File: src/rtl/fsafe_pkg.sv
package fsafe_pkg;

    typedef enum logic [1:0] {
        BUS_UNDEF = 2'd0,
        BUS_HIGH  = 2'd1,
        BUS_LOW   = 2'd2
    } bus_state_e;

    // Both flags at once is contradictory and is treated as undefined
    function automatic bus_state_e classify(input logic hi, input logic lo);
        if (hi && !lo) return BUS_HIGH;
        if (lo && !hi) return BUS_LOW;
        return BUS_UNDEF;
    endfunction

endpackage

File: src/rtl/fsafe_sync.sv
module fsafe_sync #(
    parameter int WIDTH  = 2,
    parameter int STAGES = 2
) (
    input  logic             clk,
    input  logic             rst_n,
    input  logic [WIDTH-1:0] async_i,
    output logic [WIDTH-1:0] sync_o
);

    for (genvar b = 0; b < WIDTH; b++) begin : g_bit
        logic [STAGES-1:0] chain_d, chain_q;

        always_comb begin
            chain_d = {chain_q[STAGES-2:0], async_i[b]};
        end

        always_ff @(posedge clk or negedge rst_n) begin
            if (!rst_n) chain_q <= '0;
            else        chain_q <= chain_d;
        end

        assign sync_o[b] = chain_q[STAGES-1];
    end

endmodule

File: src/rtl/fsafe_power.sv
module fsafe_power #(
    parameter int WAKE_CYC = 800
) (
    input  logic clk,
    input  logic rst_n,
    input  logic drv_en,
    input  logic rx_off,
    output logic standby_o,
    output logic hold_o
);

    localparam int WW = $clog2(WAKE_CYC + 1);
    localparam logic [WW-1:0] WAKE_LOAD = WW'(WAKE_CYC);

    typedef struct packed {
        logic          st;
        logic [WW-1:0] wk;
    } pwr_t;

    pwr_t pwr_d, pwr_q;

    always_comb begin
        pwr_d    = pwr_q;
        pwr_d.st = !drv_en && rx_off;
        if (pwr_q.st)
            pwr_d.wk = WAKE_LOAD;
        else if (pwr_q.wk != '0)
            pwr_d.wk = pwr_q.wk - 1'b1;
    end

    always_ff @(posedge clk or negedge rst_n) begin
        if (!rst_n) pwr_q <= '0;
        else        pwr_q <= pwr_d;
    end

    assign standby_o = pwr_q.st;
    assign hold_o    = pwr_q.st || (pwr_q.wk != '0);

    // the cycle standby drops must still be a held cycle
    p_wake_hold_r9: assert property (@(posedge clk) disable iff (!rst_n)
        $fell(pwr_q.st) |-> hold_o);

    // standby reflects the enables sampled at the previous edge
    p_standby_enables_r7: assert property (@(posedge clk) disable iff (!rst_n)
        (drv_en || !rx_off) |=> !standby_o);

endmodule

File: src/rtl/fsafe_timer.sv
module fsafe_timer
    import fsafe_pkg::*;
#(
    parameter int TIMEOUT_CYC = 25000
) (
    input  logic       clk,
    input  logic       rst_n,
    input  bus_state_e bus_st,
    input  logic       hold,
    output logic       data_o
);

    localparam int CW = $clog2(TIMEOUT_CYC + 1);
    localparam logic [CW-1:0] LIMIT = CW'(TIMEOUT_CYC);

    typedef struct packed {
        logic [CW-1:0] cnt;
        logic          dat;
    } tmr_t;

    tmr_t tmr_d, tmr_q;

    always_comb begin
        tmr_d = tmr_q;
        if (hold) begin
            tmr_d.cnt = '0;
            tmr_d.dat = 1'b1;
        end else begin
            unique case (bus_st)
                BUS_HIGH: begin
                    tmr_d.cnt = '0;
                    tmr_d.dat = 1'b1;
                end
                BUS_LOW: begin
                    tmr_d.cnt = '0;
                    tmr_d.dat = 1'b0;
                end
                default: begin
                    if (tmr_q.cnt != LIMIT)
                        tmr_d.cnt = tmr_q.cnt + 1'b1;
                    if (tmr_d.cnt == LIMIT)
                        tmr_d.dat = 1'b1;
                end
            endcase
        end
    end

    always_ff @(posedge clk or negedge rst_n) begin
        if (!rst_n) tmr_q <= '{cnt: '0, dat: 1'b1};
        else        tmr_q <= tmr_d;
    end

    assign data_o = tmr_q.dat;

    p_follow_low_r2: assert property (@(posedge clk) disable iff (!rst_n)
        (bus_st == BUS_LOW && !hold) |=> !data_o);

    p_follow_high_r2: assert property (@(posedge clk) disable iff (!rst_n)
        (bus_st == BUS_HIGH && !hold) |=> data_o);

    p_only_low_pulls_down_r3: assert property (@(posedge clk) disable iff (!rst_n)
        $fell(data_o) |-> $past(bus_st == BUS_LOW));

    p_hold_clears_r8: assert property (@(posedge clk) disable iff (!rst_n)
        hold |=> (tmr_q.cnt == '0 && data_o));

    p_cnt_bound_r4: assert property (@(posedge clk) disable iff (!rst_n)
        tmr_q.cnt <= LIMIT);

    p_valid_clears_r5: assert property (@(posedge clk) disable iff (!rst_n)
        (bus_st != BUS_UNDEF) |=> tmr_q.cnt == '0);

endmodule

File: src/rtl/rx_failsafe_ctrl.sv
module rx_failsafe_ctrl
    import fsafe_pkg::*;
#(
    parameter int TIMEOUT_CYC = 25000,
    parameter int WAKE_CYC    = 800,
    parameter int SYNC_STAGES = 2
) (
    input  logic clk,
    input  logic rst_n,
    input  logic bus_hi_raw,
    input  logic bus_lo_raw,
    input  logic rx_off,
    input  logic drv_en,
    output logic rx_data,
    output logic rx_oe,
    output logic standby
);

    logic [1:0] flags_s;
    logic       hold;
    bus_state_e bus_st;

    fsafe_sync #(.WIDTH(2), .STAGES(SYNC_STAGES)) u_sync (
        .clk     (clk),
        .rst_n   (rst_n),
        .async_i ({bus_hi_raw, bus_lo_raw}),
        .sync_o  (flags_s)
    );

    assign bus_st = classify(flags_s[1], flags_s[0]);

    fsafe_power #(.WAKE_CYC(WAKE_CYC)) u_power (
        .clk       (clk),
        .rst_n     (rst_n),
        .drv_en    (drv_en),
        .rx_off    (rx_off),
        .standby_o (standby),
        .hold_o    (hold)
    );

    fsafe_timer #(.TIMEOUT_CYC(TIMEOUT_CYC)) u_timer (
        .clk    (clk),
        .rst_n  (rst_n),
        .bus_st (bus_st),
        .hold   (hold),
        .data_o (rx_data)
    );

    assign rx_oe = !rx_off;

    // a standby cycle leaves the data bit high at the next edge
    p_standby_high_r8: assert property (@(posedge clk) disable iff (!rst_n)
        standby |=> rx_data);

endmodule

File: config.mk
export PLATFORM = sky130hd
export DESIGN_NAME = rx_failsafe_ctrl
export DESIGN_NICKNAME = d
export VERILOG_FILES = /design/src/rtl/fsafe_pkg.sv /design/src/rtl/fsafe_sync.sv /design/src/rtl/fsafe_power.sv /design/src/rtl/fsafe_timer.sv /design/src/rtl/rx_failsafe_ctrl.sv
export SDC_FILE = /design/constraint.sdc
export NUM_CORES = 1
export LEC_CHECK = 0
export BUFFER_PORTS_ARGS = -buffer_cell sky130_fd_sc_hd__buf_4
export CORE_AREA = 2 2 60 62
export DETAILED_ROUTE_END_ITERATION = 16
export DIE_AREA = 0 0 62 64
export PLACE_DENSITY = 0.7
export REMOVE_ABC_BUFFERS = 1
export SLEW_MARGIN = 25
export SYNTH_ARGS = -nofsm -noshare
export SYNTH_HDL_FRONTEND = slang
export SYNTH_SLANG_ARGS = --single-unit
export TNS_END_PERCENT = 30
File: constraint.sdc
create_clock -name clk -period 5.9 [get_ports clk]
set_clock_uncertainty 0.05 [all_clocks]
set_input_delay 0 -clock clk [delete_from_list [all_inputs] [get_ports clk]]
set_output_delay 0 -clock clk [all_outputs]
set_load 0.01 [all_outputs]
==> impl_results.html <==
<table>
<tr><th>Metric</th><th>Value</th></tr>
<tr><th colspan="2">Synth</th></tr>
<tr><td>XOR/XNOR share of the synthesized area</td><td>a little over a tenth</td></tr>
<tr><td>Prevailing post-synth register cell</td><td>dfrtp_1</td></tr>
<tr><td>Compound-Gate Fraction of Synth Area</td><td>5.648%</td></tr>
<tr><td>Combinational family with the most area after synthesis</td><td>simple AND/OR/NAND/NOR gates</td></tr>
<tr><td>Cell count after synthesis</td><td>184</td></tr>
<tr><td>Post-Synthesis Mean Instance Area</td><td>between 9 and 10 um2</td></tr>
<tr><td>Count of flip-flops with a built-in enable after synthesis</td><td>0</td></tr>
<tr><td>Top post-synthesis cells by area</td><td>dfrtp_1 (43%), nor2_1 (7.2%), xor2_1 (5.6%)</td></tr>
<tr><td>Proportion of synthesized flip-flops having asynchronous set or reset</td><td>between 90% and 100%</td></tr>
<tr><td>Synth Area in Adders</td><td>between 4 and 5%</td></tr>
<tr><td>Warning count from the yosys run</td><td>0</td></tr>
<tr><td>Sequential element share of the synthesized area</td><td>between 40% and 50%</td></tr>
<tr><td>Netlist Area Pre-Place</td><td>1728 um2</td></tr>
<tr><td>Dominant cell type by area after synthesis</td><td>dfrtp_1</td></tr>
<tr><td>Synthesis-stage register bit count</td><td>31</td></tr>
<tr><td>Share of Yosys cell area claimed by the top area cell type</td><td>43.45%</td></tr>
<tr><td>Fraction of the mapped netlist area in simple logic gates</td><td>28.02%</td></tr>
<tr><td>Multiplexer share of the synthesized area</td><td>1.159%</td></tr>
<tr><td>Distinct cell type count of the synthesized netlist</td><td>38</td></tr>
<tr><th colspan="2">Worst hold path</th></tr>
<tr><td>Class of the worst hold path</td><td>in2async</td></tr>
<tr><th colspan="2">Timing</th></tr>
<tr><td>Worst slew margin relative to its limit</td><td>between 50% and 60%</td></tr>
<tr><td>Final setup margin</td><td>3.399 ns</td></tr>
<tr><td>TNS Setup</td><td>0 ns</td></tr>
<tr><td>Endpoints failing hold</td><td>0</td></tr>
<tr><td>Clock period minus worst slack</td><td>about 2.5 ns</td></tr>
<tr><td>Max Clock Freq</td><td>399.9 MHz</td></tr>
<tr><td>Max-slew violation count</td><td>0</td></tr>
<tr><td>Period utilisation layout</td><td>~42%</td></tr>
<tr><td>Hold Worst Slack</td><td>0.08563 ns</td></tr>
<tr><td>Setup violations, final</td><td>0</td></tr>
<tr><td>Worst-Margin Slew</td><td>0.6026 ns</td></tr>
<tr><td>RSZ-0062 raised after global routing</td><td>no</td></tr>
<tr><th colspan="2">Cells and area</th></tr>
<tr><td>Area taken by multi-input logic gates</td><td>roughly 860 um2</td></tr>
<tr><td>Antenna diodes</td><td>0</td></tr>
<tr><td>Area overhead of the layout relative to synthesis</td><td>11.44%</td></tr>
<tr><td>Final Non-Filler Cells</td><td>244</td></tr>
<tr><td>Fraction of layout instances using a drive strength above 1</td><td>10.61%</td></tr>
<tr><td>Layout Cell Area excl Fill</td><td>1926 um2</td></tr>
<tr><td>Nets</td><td>between 200 and 250</td></tr>
<tr><td>Area of all sequential standard cells</td><td>777.0 um2</td></tr>
<tr><td>Fillcell total</td><td>288</td></tr>
<tr><th colspan="2">Critical path</th></tr>
<tr><td>CP Capture Type</td><td>flip-flop</td></tr>
<tr><td>Required @ worst endpoint</td><td>6.10 ns</td></tr>
<tr><td>Element type at the critical path start</td><td>flip-flop</td></tr>
<tr><td>Most Frequent Cell on Critical Path</td><td>mux2i_1</td></tr>
<tr><td>Slowest stage delay, CP</td><td>0.64 ns</td></tr>
<tr><td>CP Cell Sequence</td><td>nor4b_2, nand4_1, or4b_1, mux2i_1, nor4_1, a211oi_2, mux2i_1</td></tr>
<tr><td>Kind of critical path</td><td>reg2reg</td></tr>
<tr><td>WP buf/inv</td><td>0</td></tr>
<tr><td>Crit path DAT</td><td>~2.7 ns</td></tr>
<tr><td>Maximum fanout encountered on the critical timing path</td><td>5</td></tr>
<tr><td>Slowest cell on crit path</td><td>or4b_1</td></tr>
<tr><td>Cell type group with the largest total delay on the critical path</td><td>simple AND/OR/NAND/NOR gates</td></tr>
<tr><th colspan="2">Detailed routing</th></tr>
<tr><td>Total wire length</td><td>3364 um</td></tr>
<tr><td>Starting DRT DRC Count</td><td>around 140</td></tr>
<tr><td>Detail-routed via count per cell</td><td>5.467</td></tr>
<tr><td>Via Count</td><td>1334</td></tr>
<tr><td>Post-route antenna net violation count</td><td>0</td></tr>
<tr><td>Initial DRT Pass Iterations</td><td>4</td></tr>
<tr><td>DRC violation count after routing</td><td>0</td></tr>
<tr><td>Detailed-route wire length per cell</td><td>~14 um</td></tr>
<tr><th colspan="2">Clocking</th></tr>
<tr><td>Root cell of the clock tree</td><td>clkbuf_4</td></tr>
<tr><td>Number of buffers on the longest clock path</td><td>2</td></tr>
<tr><td>CTS tree</td><td>yes</td></tr>
<tr><td>Clock-pin transition on the worst setup and hold timing paths</td><td>approximately 0.1 ns</td></tr>
<tr><td>Post-cts repair resize count</td><td>0</td></tr>
<tr><td>CTS Hold Bufs</td><td>5</td></tr>
<tr><td>Total CTS buffers</td><td>5</td></tr>
<tr><td>Worst skew pair latency</td><td>0.32 ns</td></tr>
<tr><td>Max H-tree Level</td><td>2</td></tr>
<tr><td>Number of clock sinks</td><td>31</td></tr>
<tr><td>Number of buffers inserted to repair setup after CTS</td><td>0</td></tr>
<tr><th colspan="2">Floorplan</th></tr>
<tr><td>Core Region</td><td>3284 um2</td></tr>
<tr><td>Die Width</td><td>62 um</td></tr>
<tr><td>Die area</td><td>a little under 4000 um2</td></tr>
<tr><td>Initial Util</td><td>between 50% and 60%</td></tr>
<tr><td>Height of the die</td><td>64 um</td></tr>
<tr><td>Standard-cell row count</td><td>21</td></tr>
<tr><td>I/O pin total</td><td>9</td></tr>
<tr><th colspan="2">Place</th></tr>
<tr><td>Buffers on Ports</td><td>8</td></tr>
<tr><td>Routability congestion estimate</td><td>0.8501</td></tr>
<tr><td>Placed Area</td><td>1789 um2</td></tr>
<tr><td>Worst-case setup slack after placement</td><td>3.441 ns</td></tr>
<tr><td>Detailed placement HPWL</td><td>between 2000 and 2500 um</td></tr>
<tr><td>Cell total after placement</td><td>231</td></tr>
<tr><th colspan="2">Global routing</th></tr>
<tr><td>Maximum number of pins on one net before global-route repair</td><td>32</td></tr>
<tr><td>Global-route wire length before repair</td><td>about 5900 um</td></tr>
<tr><td>Vias in the first global route</td><td>1316</td></tr>
<tr><td>Tot GR Track Use</td><td>19.97%</td></tr>
<tr><td>Global route overflow</td><td>0</td></tr>
<tr><td>Antenna violations before repair</td><td>0</td></tr>
<tr><th colspan="2">Power and ir drop</th></tr>
<tr><td>Leak pwr</td><td>0.7867 nW</td></tr>
<tr><td>Pwr dens</td><td>271.0 nW/um2</td></tr>
<tr><td>Maximum vdd drop</td><td>0.2159 mV</td></tr>
<tr><th colspan="2">Flow run</th></tr>
<tr><td>Number of maximum-capacitance violations</td><td>0</td></tr>
<tr><th colspan="2">Run status</th></tr>
<tr><td>Outcome</td><td>completed</td></tr>
</table>
-- layout make-up --
class | count | area share (%)
repair buffers | 13 | 5.718
clock inverters | 2 | 1.819
well taps | 46 | 2.989
flip-flops and latches | 31 | 40.35
multi-input cells | 137 | 44.70
clock buffers | 6 | 2.664
inverters | 9 | 1.754
-- path summary, 6_finish.rpt --
check	end	cells past startpoint	start	slack, ns
max	u_timer.data_o$_DFFE_PN1P_	7	u_timer.tmr_q[11]$_DFF_PN0_	3.40
min	u_timer.tmr_q[1]$_DFF_PN0_	2	rst_n	0.09
max reg2reg	u_timer.data_o$_DFFE_PN1P_	7	u_timer.tmr_q[11]$_DFF_PN0_	3.40
min reg2reg	u_sync.g_bit[1].chain_q[1]$_DFF_PN0_	0	u_sync.g_bit[1].chain_q[0]$_DFF_PN0_	0.31
max in group asynchronous	u_timer.data_o$_DFFE_PN1P_	2	rst_n	5.39
min in group clk	rx_oe	3	rx_off	0.21
-- cells by family (layout without fill, tap and decap cells) --
kind of cell | count (synthesis) | in the layout
compound gates | 16 | 16
xor+xnor | 21 | 21
fa+ha+maj | 6 | 6
buf+inv | 16 | 30
flops | 31 | 31
mux | 2 | 2
simple gates | 92 | 92
-- flip-flops by register name (all words and copies together), names as in the netlist --
signal	count
u_timer.data_o	1
u_power.standby_o	1
u_power.pwr_q	10
u_timer.tmr_q	15
u_sync.g_bit.chain_q	4
-- Yosys cell counts, types with 2 or more instances --
master	number
buf_6	3
nand3b_1	2
or3_1	2
xor2_1	11
and3_1	4
nand2_1	11
nand4_1	3
nor3b_1	3
nor4_1	3
a21oi_1	6
nor2_1	33
nor3_1	7
inv_1	9
xnor2_1	10
nand3_1	11
o21ai_0	3
clkbuf_2	2
a31oi_1	4
dfrtp_1	30
nand4b_1	2
or4_1	2
mux2i_1	2
ha_1	6
-- metrics by stage --
step / utilization (%) / power, W
after detailed placement: 54.48 / 0.0003496
final: 58.63 / 0.0005219
after global placement: 54.48 / 0.0003421
after CTS: 58.63 / 0.0005279
after floorplan: - / 0.0003241
after global routing: 58.63 / 0.0005570
-- placed cells by master (no fill, tap or decap), types with 2 or more instances in the layout --
master	n
nor2_1	33
dfrtp_1	30
nand3_1	11
nand2_1	11
xor2_1	11
xnor2_1	10
inv_1	9
buf_4	8
nor3_1	7
a21oi_1	6
ha_1	6
clkbuf_4	5
dlygate4sd3_1	5
and3_1	4
a31oi_1	4
nand4_1	3
nor3b_1	3
o21ai_0	3
nor4_1	3
nand3b_1	2
or4_1	2
nand4b_1	2
or3_1	2
mux2i_1	2
-- power breakdown --
part           switching, W  leakage [nW]  internal, W
logic             0.0000465         0.341    0.0000402
clock network     0.0000730        0.0482     0.000100
registers         0.0000239         0.398     0.000238
total              0.000143         0.787     0.000378
-- per-layer routing --
metal	share of wire [%]	routed length (um)	vias to the layer above	GRT usage (%)
li1	-	-	654	-
met4	0.80	27	0	7.979
met1	46	1557	647	25.43
met2	49	1665	29	32.16
met3	3.4	113	4	4.251
met5	0	0	-	0
Note: power is estimated with default switching activity, not from simulation.
